[config.mk]
export PLATFORM = sky130hd
export DESIGN_NAME = grp_irq_merge
export DESIGN_NICKNAME = d
export VERILOG_FILES = /design/src/rtl/cmb_pkg.sv /design/src/rtl/cmb_addr_decode.sv /design/src/rtl/cmb_group_slice.sv /design/src/rtl/cmb_read_mux.sv /design/src/rtl/grp_irq_merge.sv
export SDC_FILE = /design/constraint.sdc
export NUM_CORES = 2
export LEC_CHECK = 0
export BUFFER_PORTS_ARGS = -buffer_cell sky130_fd_sc_hd__buf_2
export CAP_MARGIN = 30
export CORE_ASPECT_RATIO = 0.75
export CORE_UTILIZATION = 44
export CTS_BUF_LIST = sky130_fd_sc_hd__clkbuf_8 sky130_fd_sc_hd__clkbuf_16
export DETAILED_ROUTE_END_ITERATION = 16
export HOLD_SLACK_MARGIN = 0.08
export PLACE_DENSITY = 0.72
export SLEW_MARGIN = 20
export SYNTH_ARGS = -nofsm -noshare
export SYNTH_HDL_FRONTEND = slang
export SYNTH_SLANG_ARGS = --single-unit
[constraint.sdc]
create_clock -name clk -period 3.32 [get_ports clk]
set_input_delay 0.664 -clock clk [delete_from_list [all_inputs] [get_ports clk]]
set_output_delay 0.664 -clock clk [all_outputs]
set_load 0.01 [all_outputs]
[src/rtl/cmb_pkg.sv]
package cmb_pkg;
    localparam int unsigned SRC_PER_GRP  = 8;
    localparam int unsigned GRP_PER_QUAD = 4;
    localparam int unsigned WORD_W       = 32;

    typedef enum logic [1:0] {
        QW_EN_SET = 2'd0,
        QW_EN_CLR = 2'd1,
        QW_RAW    = 2'd2,
        QW_MASKED = 2'd3
    } quad_word_e;

    typedef struct packed {
        logic       quad_hit;
        logic       sum_lo;
        logic       sum_hi;
        quad_word_e word;
    } acc_kind_t;
endpackage

[src/rtl/cmb_addr_decode.sv]
module cmb_addr_decode
    import cmb_pkg::*;
#(
    parameter int unsigned ADDR_W    = 9,
    parameter int unsigned NUM_QUADS = 16,
    parameter int unsigned QIDX_W    = 4
) (
    input  logic [ADDR_W-1:0] addr,
    output acc_kind_t         kind,
    output logic [QIDX_W-1:0] quad_idx
);
    localparam int unsigned SUM_BASE = NUM_QUADS * 16;

    always_comb begin
        kind          = '0;
        kind.word     = quad_word_e'(addr[3:2]);
        kind.quad_hit = ((32'(addr) >> 4) < NUM_QUADS);
        kind.sum_lo   = (32'(addr) == SUM_BASE);
        kind.sum_hi   = (32'(addr) == SUM_BASE + 4);
        quad_idx      = addr[QIDX_W+3:4];
    end
endmodule

[src/rtl/cmb_group_slice.sv]
module cmb_group_slice
    import cmb_pkg::*;
#(
    parameter bit LIVE = 1'b1
) (
    input  logic [SRC_PER_GRP-1:0] raw_src,
    input  logic [SRC_PER_GRP-1:0] mask_q,
    input  logic                   set_en,
    input  logic                   clr_en,
    input  logic [SRC_PER_GRP-1:0] wbits,
    output logic [SRC_PER_GRP-1:0] mask_d,
    output logic [SRC_PER_GRP-1:0] pend_d,
    output logic                   hit_d
);
    always_comb begin
        mask_d = mask_q;
        if (set_en) mask_d = mask_d | wbits;
        if (clr_en) mask_d = mask_d & ~wbits;
        pend_d = LIVE ? raw_src : '0;
        hit_d  = |(mask_d & pend_d);
    end
endmodule

[src/rtl/cmb_read_mux.sv]
module cmb_read_mux
    import cmb_pkg::*;
#(
    parameter int unsigned NUM_GROUPS = 64,
    parameter int unsigned QIDX_W     = 4
) (
    input  logic                                rd_en,
    input  acc_kind_t                           kind,
    input  logic [QIDX_W-1:0]                   quad_idx,
    input  logic [NUM_GROUPS*SRC_PER_GRP-1:0]   mask_q,
    input  logic [NUM_GROUPS*SRC_PER_GRP-1:0]   pend_q,
    input  logic [NUM_GROUPS-1:0]               grp_q,
    output logic [WORD_W-1:0]                   rd_data
);
    logic [2*WORD_W-1:0] sum_pad;
    logic [WORD_W-1:0]   raw_w;
    logic [WORD_W-1:0]   msk_w;

    always_comb begin
        sum_pad = '0;
        for (int g = 0; g < NUM_GROUPS; g++) begin
            sum_pad[g] = grp_q[g];
        end
        raw_w   = pend_q[quad_idx*WORD_W +: WORD_W];
        msk_w   = mask_q[quad_idx*WORD_W +: WORD_W];
        rd_data = '0;
        if (rd_en) begin
            if (kind.quad_hit) begin
                case (kind.word)
                    QW_RAW:    rd_data = raw_w;
                    QW_MASKED: rd_data = raw_w & msk_w;
                    default:   rd_data = '0;
                endcase
            end else if (kind.sum_lo) begin
                rd_data = sum_pad[WORD_W-1:0];
            end else if (kind.sum_hi) begin
                rd_data = sum_pad[2*WORD_W-1:WORD_W];
            end
        end
    end
endmodule

[src/rtl/grp_irq_merge.sv]
module grp_irq_merge
    import cmb_pkg::*;
#(
    parameter int unsigned NUM_GROUPS  = 64,
    parameter int unsigned LIVE_GROUPS = 64,
    localparam int unsigned NUM_SRC    = NUM_GROUPS * SRC_PER_GRP,
    localparam int unsigned NUM_QUADS  = NUM_GROUPS / GRP_PER_QUAD,
    localparam int unsigned QIDX_W     = $clog2(NUM_QUADS),
    localparam int unsigned ADDR_W     = $clog2(NUM_QUADS * 16 + 8)
) (
    input  logic                 clk,
    input  logic                 rst_n,
    input  logic [NUM_SRC-1:0]   src_in,
    input  logic                 bus_wr,
    input  logic                 bus_rd,
    input  logic [ADDR_W-1:0]    bus_addr,
    input  logic [WORD_W-1:0]    bus_wdata,
    output logic [WORD_W-1:0]    bus_rdata,
    output logic                 bus_err,
    output logic [NUM_GROUPS-1:0] grp_irq
);
    typedef struct packed {
        logic [NUM_SRC-1:0]    mask;
        logic [NUM_SRC-1:0]    pend;
        logic [NUM_GROUPS-1:0] grp;
        logic [WORD_W-1:0]     rdata;
        logic                  err;
    } state_t;

    state_t st_d;
    state_t st_q;

    acc_kind_t             kind;
    logic [QIDX_W-1:0]     quad_idx;
    logic [NUM_SRC-1:0]    mask_nx;
    logic [NUM_SRC-1:0]    pend_nx;
    logic [NUM_GROUPS-1:0] hit_nx;
    logic [WORD_W-1:0]     rd_nx;
    logic                  legal_wr;
    logic                  legal_rd;

    cmb_addr_decode #(
        .ADDR_W   (ADDR_W),
        .NUM_QUADS(NUM_QUADS),
        .QIDX_W   (QIDX_W)
    ) u_dec (
        .addr    (bus_addr),
        .kind    (kind),
        .quad_idx(quad_idx)
    );

    for (genvar g = 0; g < NUM_GROUPS; g++) begin : g_grp
        logic set_en;
        logic clr_en;
        assign set_en = bus_wr && kind.quad_hit && (kind.word == QW_EN_SET)
                        && (quad_idx == QIDX_W'(g / GRP_PER_QUAD));
        assign clr_en = bus_wr && kind.quad_hit && (kind.word == QW_EN_CLR)
                        && (quad_idx == QIDX_W'(g / GRP_PER_QUAD));

        cmb_group_slice #(
            .LIVE(g < LIVE_GROUPS)
        ) u_slice (
            .raw_src(src_in[g*SRC_PER_GRP +: SRC_PER_GRP]),
            .mask_q (st_q.mask[g*SRC_PER_GRP +: SRC_PER_GRP]),
            .set_en (set_en),
            .clr_en (clr_en),
            .wbits  (bus_wdata[(g % GRP_PER_QUAD)*SRC_PER_GRP +: SRC_PER_GRP]),
            .mask_d (mask_nx[g*SRC_PER_GRP +: SRC_PER_GRP]),
            .pend_d (pend_nx[g*SRC_PER_GRP +: SRC_PER_GRP]),
            .hit_d  (hit_nx[g])
        );
    end

    cmb_read_mux #(
        .NUM_GROUPS(NUM_GROUPS),
        .QIDX_W    (QIDX_W)
    ) u_rd (
        .rd_en   (bus_rd),
        .kind    (kind),
        .quad_idx(quad_idx),
        .mask_q  (st_q.mask),
        .pend_q  (st_q.pend),
        .grp_q   (st_q.grp),
        .rd_data (rd_nx)
    );

    always_comb begin
        legal_wr   = kind.quad_hit && ((kind.word == QW_EN_SET) || (kind.word == QW_EN_CLR));
        legal_rd   = kind.quad_hit || kind.sum_lo || kind.sum_hi;
        st_d       = st_q;
        st_d.mask  = mask_nx;
        st_d.pend  = pend_nx;
        st_d.grp   = hit_nx;
        st_d.rdata = rd_nx;
        st_d.err   = (bus_wr && !legal_wr) || (bus_rd && !legal_rd);
    end

    always_ff @(posedge clk or negedge rst_n) begin
        if (!rst_n) begin
            st_q <= '0;
        end else begin
            st_q <= st_d;
        end
    end

    assign grp_irq   = st_q.grp;
    assign bus_rdata = st_q.rdata;
    assign bus_err   = st_q.err;
endmodule

Word-level counts from Yosys, hierarchy flattened --
Cells that the tools add are included. Widths: inputs -> output; s select.
Cells by class: order comparisons 1, equal/unequal tests 20, shift operators 2, muxes and demuxes 133, bitwise operators 197, reductions and logical operators 110
Operator list (count):
- $and 8x8->8 | 128
- $mux 8 | 128
- $shiftx 512x10->32 | 2
- $or 8x8->8 | 64
- $reduce_or 8->1 | 64
- $mux 32 | 4
- $pmux 32 s2 | 1
- $logic_and 1x1->1 | 38
- $and 32x32->32 | 1
- $eq 4x4->1 const B | 8
- $not 8->8 | 4
- $eq 9x9->1 const B | 2
- $eq 4x3->1 const B | 4
- $eq 4x2->1 const B | 2
- $lt 5x5->1 const B | 1
- $eq 2x2->1 const B | 2
- $eq 4x1->1 const B | 1
- $logic_not 4->1 | 1
- $logic_or 1x1->1 | 4
- $eq 2x1->1 const B | 1
- $logic_not 1->1 | 2
- $logic_not 2->1 | 1
Storage, ports and cells: register bits 1121, bits of input ports 557, output and inout bits 97, logic and storage cells 468

Logic depth before layout (Yosys ltp) --
depth in word-level cells 9, gate-level depth with buffers 11, depth with buffers taken out 5

Hierarchy --
From an unflattened synthesis, not the netlist that was laid out.
Second synthesis, totals: cell total of the unflattened synthesis 4713, area, all modules 57251.2 µm²
Modules (own cells, without submodules):
- grp_irq_merge | instances 1, cells an instance 1271, area an instance 29219.3 µm², seq. area each 28051.9 µm²
- cmb_group_slice | instances 64, cells an instance 40, area an instance 292.8 µm², seq. area each 0.0 µm²
- cmb_read_mux | instances 1, cells an instance 870, area an instance 9213.8 µm², seq. area each 0.0 µm²
- cmb_addr_decode | instances 1, cells an instance 12, area an instance 80.1 µm², seq. area each 0.0 µm²

Worst setup path after synthesis --
No wires, ideal clock.
path kind input port to flip-flop, from in bus_addr[4], to reg st_q (netlist bit bus_rdata[31]), setup time 0.123 ns, arrival time 2.477 ns, required time 3.197 ns, path slack 0.720 ns, stages on the path 9, path buffers 4, cells stage by stage buf_4 -> buf_2 -> clkbuf_1 -> clkbuf_1 -> mux2_2 -> a222oi_1 -> o211ai_1 -> nand2_1 -> nor2_1
On the way: longest elaborated chain between the ends 5, elaborated cells on any way between the ends 11, those cells by class order compare (1); eq/ne (2); shift (2); mux (5); bitwise (1)
Ends and longest elaborated chain:
- start, declared | line grp_irq_merge.sv:16 | input logic [ADDR_W-1:0] bus_addr,
- $shiftx 512x10->32 (tied with other cells) | line cmb_read_mux.sv:24 | raw_w = pend_q[quad_idx*WORD_W +: WORD_W];
- $and 32x32->32 / $mux 32 (equally long branches) | line cmb_read_mux.sv:31, cmb_read_mux.sv:36
- $pmux 32 s2 / $mux 32 (equally long branches) | line cmb_read_mux.sv:29, cmb_read_mux.sv:34
- $mux 32 (*) | line cmb_read_mux.sv:28 | if (kind.quad_hit) begin
- $mux 32 (*) | line cmb_read_mux.sv:27 | if (rd_en) begin
- via rd_nx[31] | line grp_irq_merge.sv:38 | logic [WORD_W-1:0] rd_nx;
- end signal, assigned | line grp_irq_merge.sv:102 | st_q <= st_d;
- end, declared | line grp_irq_merge.sv:31 | state_t st_q;
Mark *: on every way through the listed nets, which the timed path passes. The rest lies on a longest branch.

Worst setup path in the final report --
from in bus_addr[3], to reg st_q (netlist bit grp_irq[49])
On the way: longest elaborated chain between the ends 8, elaborated cells on any way between the ends 11, those cells by class eq/ne (1); mux (2); bitwise (2); reduce/logical (6)
Ends and longest elaborated chain:
- $logic_not 2->1 | line grp_irq_merge.sv:55 | assign set_en = bus_wr && kind.quad_hit && (kind.word == QW_EN_SET)
- $logic_and 1x1->1 | line grp_irq_merge.sv:55
- $logic_and 1x1->1 | line grp_irq_merge.sv:56 | && (quad_idx == QIDX_W'(g / GRP_PER_QUAD));
- $mux 8 | line cmb_group_slice.sv:17 | if (set_en) mask_d = mask_d | wbits;
- $and 8x8->8 | line cmb_group_slice.sv:18 | if (clr_en) mask_d = mask_d & ~wbits;
- $mux 8 (*) | line cmb_group_slice.sv:18
- via g_grp[49].u_slice.mask_d[6] | line cmb_group_slice.sv:11 | output logic [SRC_PER_GRP-1:0] mask_d,
- $and 8x8->8 (*) | line cmb_group_slice.sv:20 | hit_d = |(mask_d & pend_d);
- $reduce_or 8->1 (*) | line cmb_group_slice.sv:20
- via g_grp[49].u_slice.hit_d | line cmb_group_slice.sv:13 | output logic hit_d
Marks and branches as above.

==> flow_summary_export.csv <==
group,metric,value,unit
cells_and_area,area_growth,25.8,%
logic_synthesis,synth_cell_types,69,
placed_design,dp_hpwl,173,mm
clocking,post_cts_buffers,0,
setup_path,crit_fanout,38,
floorplan,design.core.area,112000,um2
floorplan,die_area,116000,um2
grt,gr-total-overflow,0,
logic_synthesis,synth-seq-cells,1121,
route,num_vias,44775,
logic_synthesis,yosysSeqAreaShare,0.559,
setup_path,r2r-end,"bus_rdata[30]",
setup_path,r2r-start,"st_q[863]",
route,detail-route-antenna-nets,0,
timing,setup_viol,0,
logic_synthesis,synth_flop_cell,"dfrtp_1",
pwr,ir_drop,0.402,mV
pwr,p_leak,0.0284,uW
pwr,p_int,24500,uW
logic_synthesis,synth_area_per_cell,12.1,um2
setup_path,required,3.84,ns
setup_path,worst_setup_path_start_kind,"primary input",
setup_path,reg2reg_depth,5,
clocking,holdBufCountCts,340,
timing,worstMarginPinSlew,0.955,ns
clocking,clk-insertion-delay-late,0.74,ns
clocking,ctsResizeCount,0,
clocking,clockBufferDepth,3,
clocking,cts_htree_levels,3,
logic_synthesis,yosys.area.top_type,"dfrtp_1",
clocking,tritoncts,"done",
logic_synthesis,yosysTopAreaCellShare,0.559,
pwr,comb_power_share,0.164,
clocking,cts_root_buf,"clkbuf_16",
setup_path,crit_arrival,2.96,ns
timing,slew_viol_final,0,
setup_path,ff2ff_setup_slack,1.36,ns
placed_design,portBuffers,653,
clocking,clk_pin_slew,0.07,ns
route,drt_iter0_drc,6318,
placed_design,pre_cts_ws,0.223,ns
logic_synthesis,synth_warnings,0,
timing,slew_headroom,0.360,
pwr,switching_share,0.288,
cells_and_area,seq_area,28100,um2
setup_path,cp-endpoint,"grp_irq[49]",
pwr,power_frac_seq,0.451,
setup_path,path_class,"in2reg",
setup_path,worstSetupEndpointType,"flop",
cells_and_area,final_layout_size_suffix_gt1_frac,0.297,
setup_path,slowest_delay,0.38,ns
cells_and_area,multiInputGateArea,19200,um2
status,status,"finished clean",
setup_path,critPathTopFamily,"buffers and inverters",
grt,grt_util_all_layers,0.399,
setup_path,cp_cell_sequence,"buf_2 -> nand4bb_4 -> buf_12 -> nor2_4 -> buf_12 -> buf_4 -> a21oi_1 -> a22oi_1 -> nand4_1",
cells_and_area,nets,5569,
pwr,p_sw,9880,uW
timing,fin_skew,0.0325,ns
timing,fmax,409,MHz
pwr,pwr-share-clk,0.384,
timing,layout_min_cycle_time,2.44,ns
logic_synthesis,synth_nets,4723,
logic_synthesis,async_flop_share,1.00,
route,drcViolationCount,0,
setup_path,worst-path-stages,9,
floorplan,row_count,106,
grt,antenna_found_initial,29,
clocking,cts_buffers,107,
clocking,cts_sinks,1121,
route,wl_per_cell,35.1,um
floorplan,io_pins,654,
timing,rsz0062_at_grt,"no",
route,wl,233,mm
cells_and_area,final_cell_mix,"dfrtp_1 (1121), buf_2 (647), a21oi_1 (514), a31oi_1 (478), dlygate4sd3_1 (341)",
placed_design,place_congestion,1.03,
grt,grt_start_max_net_pins,112,
cells_and_area,mostFrequentLayoutCell,"dfrtp_1",
floorplan,die_h,295,um
setup_path,cp_num_buf_inv,4,
run,maxCapViolCount,0,
setup_path,cp_common_cell,"buf_12",
timing,setup_tns,0,ns
pwr,p_per_area,544,nW/um2
worst_hold_path,hold_class,"in2reg",
timing,setup_slack,0.877,ns
setup_path,slowest_stage,"a22oi_1",
route,dr.pass1.iters,6,
setup_path,critPathLaunch,"bus_addr[3]",
timing,fin_crit_sh,0.736,
route,vias_per_cell,6.75,
grt,grt_pass1_vias,44305,
timing,hold_viol,0,
logic_synthesis,synth-edff-count,0,
cells_and_area,fillers,9407,
logic_synthesis,synth.area.top_cells,"dfrtp_1 (56%), mux4_2 (8.6%), a31oi_1 (6.0%), a21oi_1 (5.1%), mux2_2 (3.0%)",
floorplan,floorplan.initialDensity,0.447,
logic_synthesis,syn_area,50200,um2
floorplan,die_w,392,um
grt,grt_pass1_wl,326,mm
logic_synthesis,syn_inst,4166,
## metal layers
| layer | share of wire | vias up | global-route usage |
|---|---|---|---|
| li1 | - | 17768 | - |
| met1 | 0.36 | 22546 | 0.508 |
| met2 | 0.44 | 3700 | 0.591 |
| met3 | 0.14 | 737 | 0.140 |
| met4 | 0.068 | 24 | 0.229 |
| met5 | 0.00063 | - | 0.00423 |
## logic make-up (layout without fill, tap and decap cells)
group / Yosys count / count (layout) / share of synthesized area
buffers and inverters: 650 / 1582 / 0.0622
multiplexers: 356 / 356 / 0.122
flip-flops: 1121 / 1121 / 0.559
AND/OR/NAND/NOR: 479 / 479 / 0.0557
other: 0 / 23 / 0
AO/OA/AOI/OAI: 1560 / 1560 / 0.201
## Yosys cell counts (53+ instances only)
library cell and instances:
dfrtp_1 1121, buf_4 114, clkbuf_1 253, nand3_1 54
a41oi_1 65, inv_1 82, mux2_2 132, nand2_1 136
mux4_2 192, nor2_1 53, a22oi_1 101, and3b_1 54
a21oi_1 514, a31oi_1 478, buf_2 180
## area by class of cell
cell class                 instances  area share
antenna                           23    0.000911
clock buffer                     129      0.0477
clock inverter                    66      0.0117
inverter                          82     0.00487
multi-input combinational       2395       0.304
sequential                      1121       0.444
tap                             1512      0.0300
timing repair buffer            1305       0.157
## worst min path at each step
stage / startpoint / end / slack (ns) / cells after the start
floorplan: rst_n / bus_err / 0.37 / 0
global placement: st_q[884] / st_q[884] / 0.51 / 2
detailed placement: st_q[631] / st_q[631] / 0.51 / 1
CTS: src_in[475] / st_q[572] / 0.08 / 1
global route: src_in[139] / st_q[236] / 0.07 / 1
finish: src_in[227] / st_q[324] / 0.1 / 1
## registers in the layout, summed over array words and instances (netlist names)
register and cells:
bus_rdata 32, st_q 1024, grp_irq 64, bus_err 1
## power groups by stage
stage / combinational (uW) / sequential (uW) / clock [uW]
2_1_floorplan: 2870 / 15300 / 0
3_3_place_gp: 5100 / 15700 / 0
3_5_place_dp: 5150 / 15700 / 0
4_1_cts: 5500 / 15500 / 13200
5_1_grt: 5880 / 15600 / 13800
6_report: 5650 / 15500 / 13200
## worst reg2reg max path, stage by stage, from the launching register on
cell and delay (ns):
dfrtp_1 0.40, mux4_2 0.45, mux2i_1 0.39, o211ai_1 0.30, nand2_1 0.23, nor2_1 0.07
## through the flow
step	total power [uW]	util	instance area, um2	instances	hold WS, ns
finish	34400	0.562	63200	6633	0.0956
global route	35200	0.562	63100	6617	0.0744
CTS	34200	0.562	63100	6608	0.0801
detailed placement	20900	0.498	55900	6073	0.513
global placement	20800	0.498	55900	6073	0.512
floorplan	18200	-	50200	4166	0.368
(Power assumes the default switching activity.)
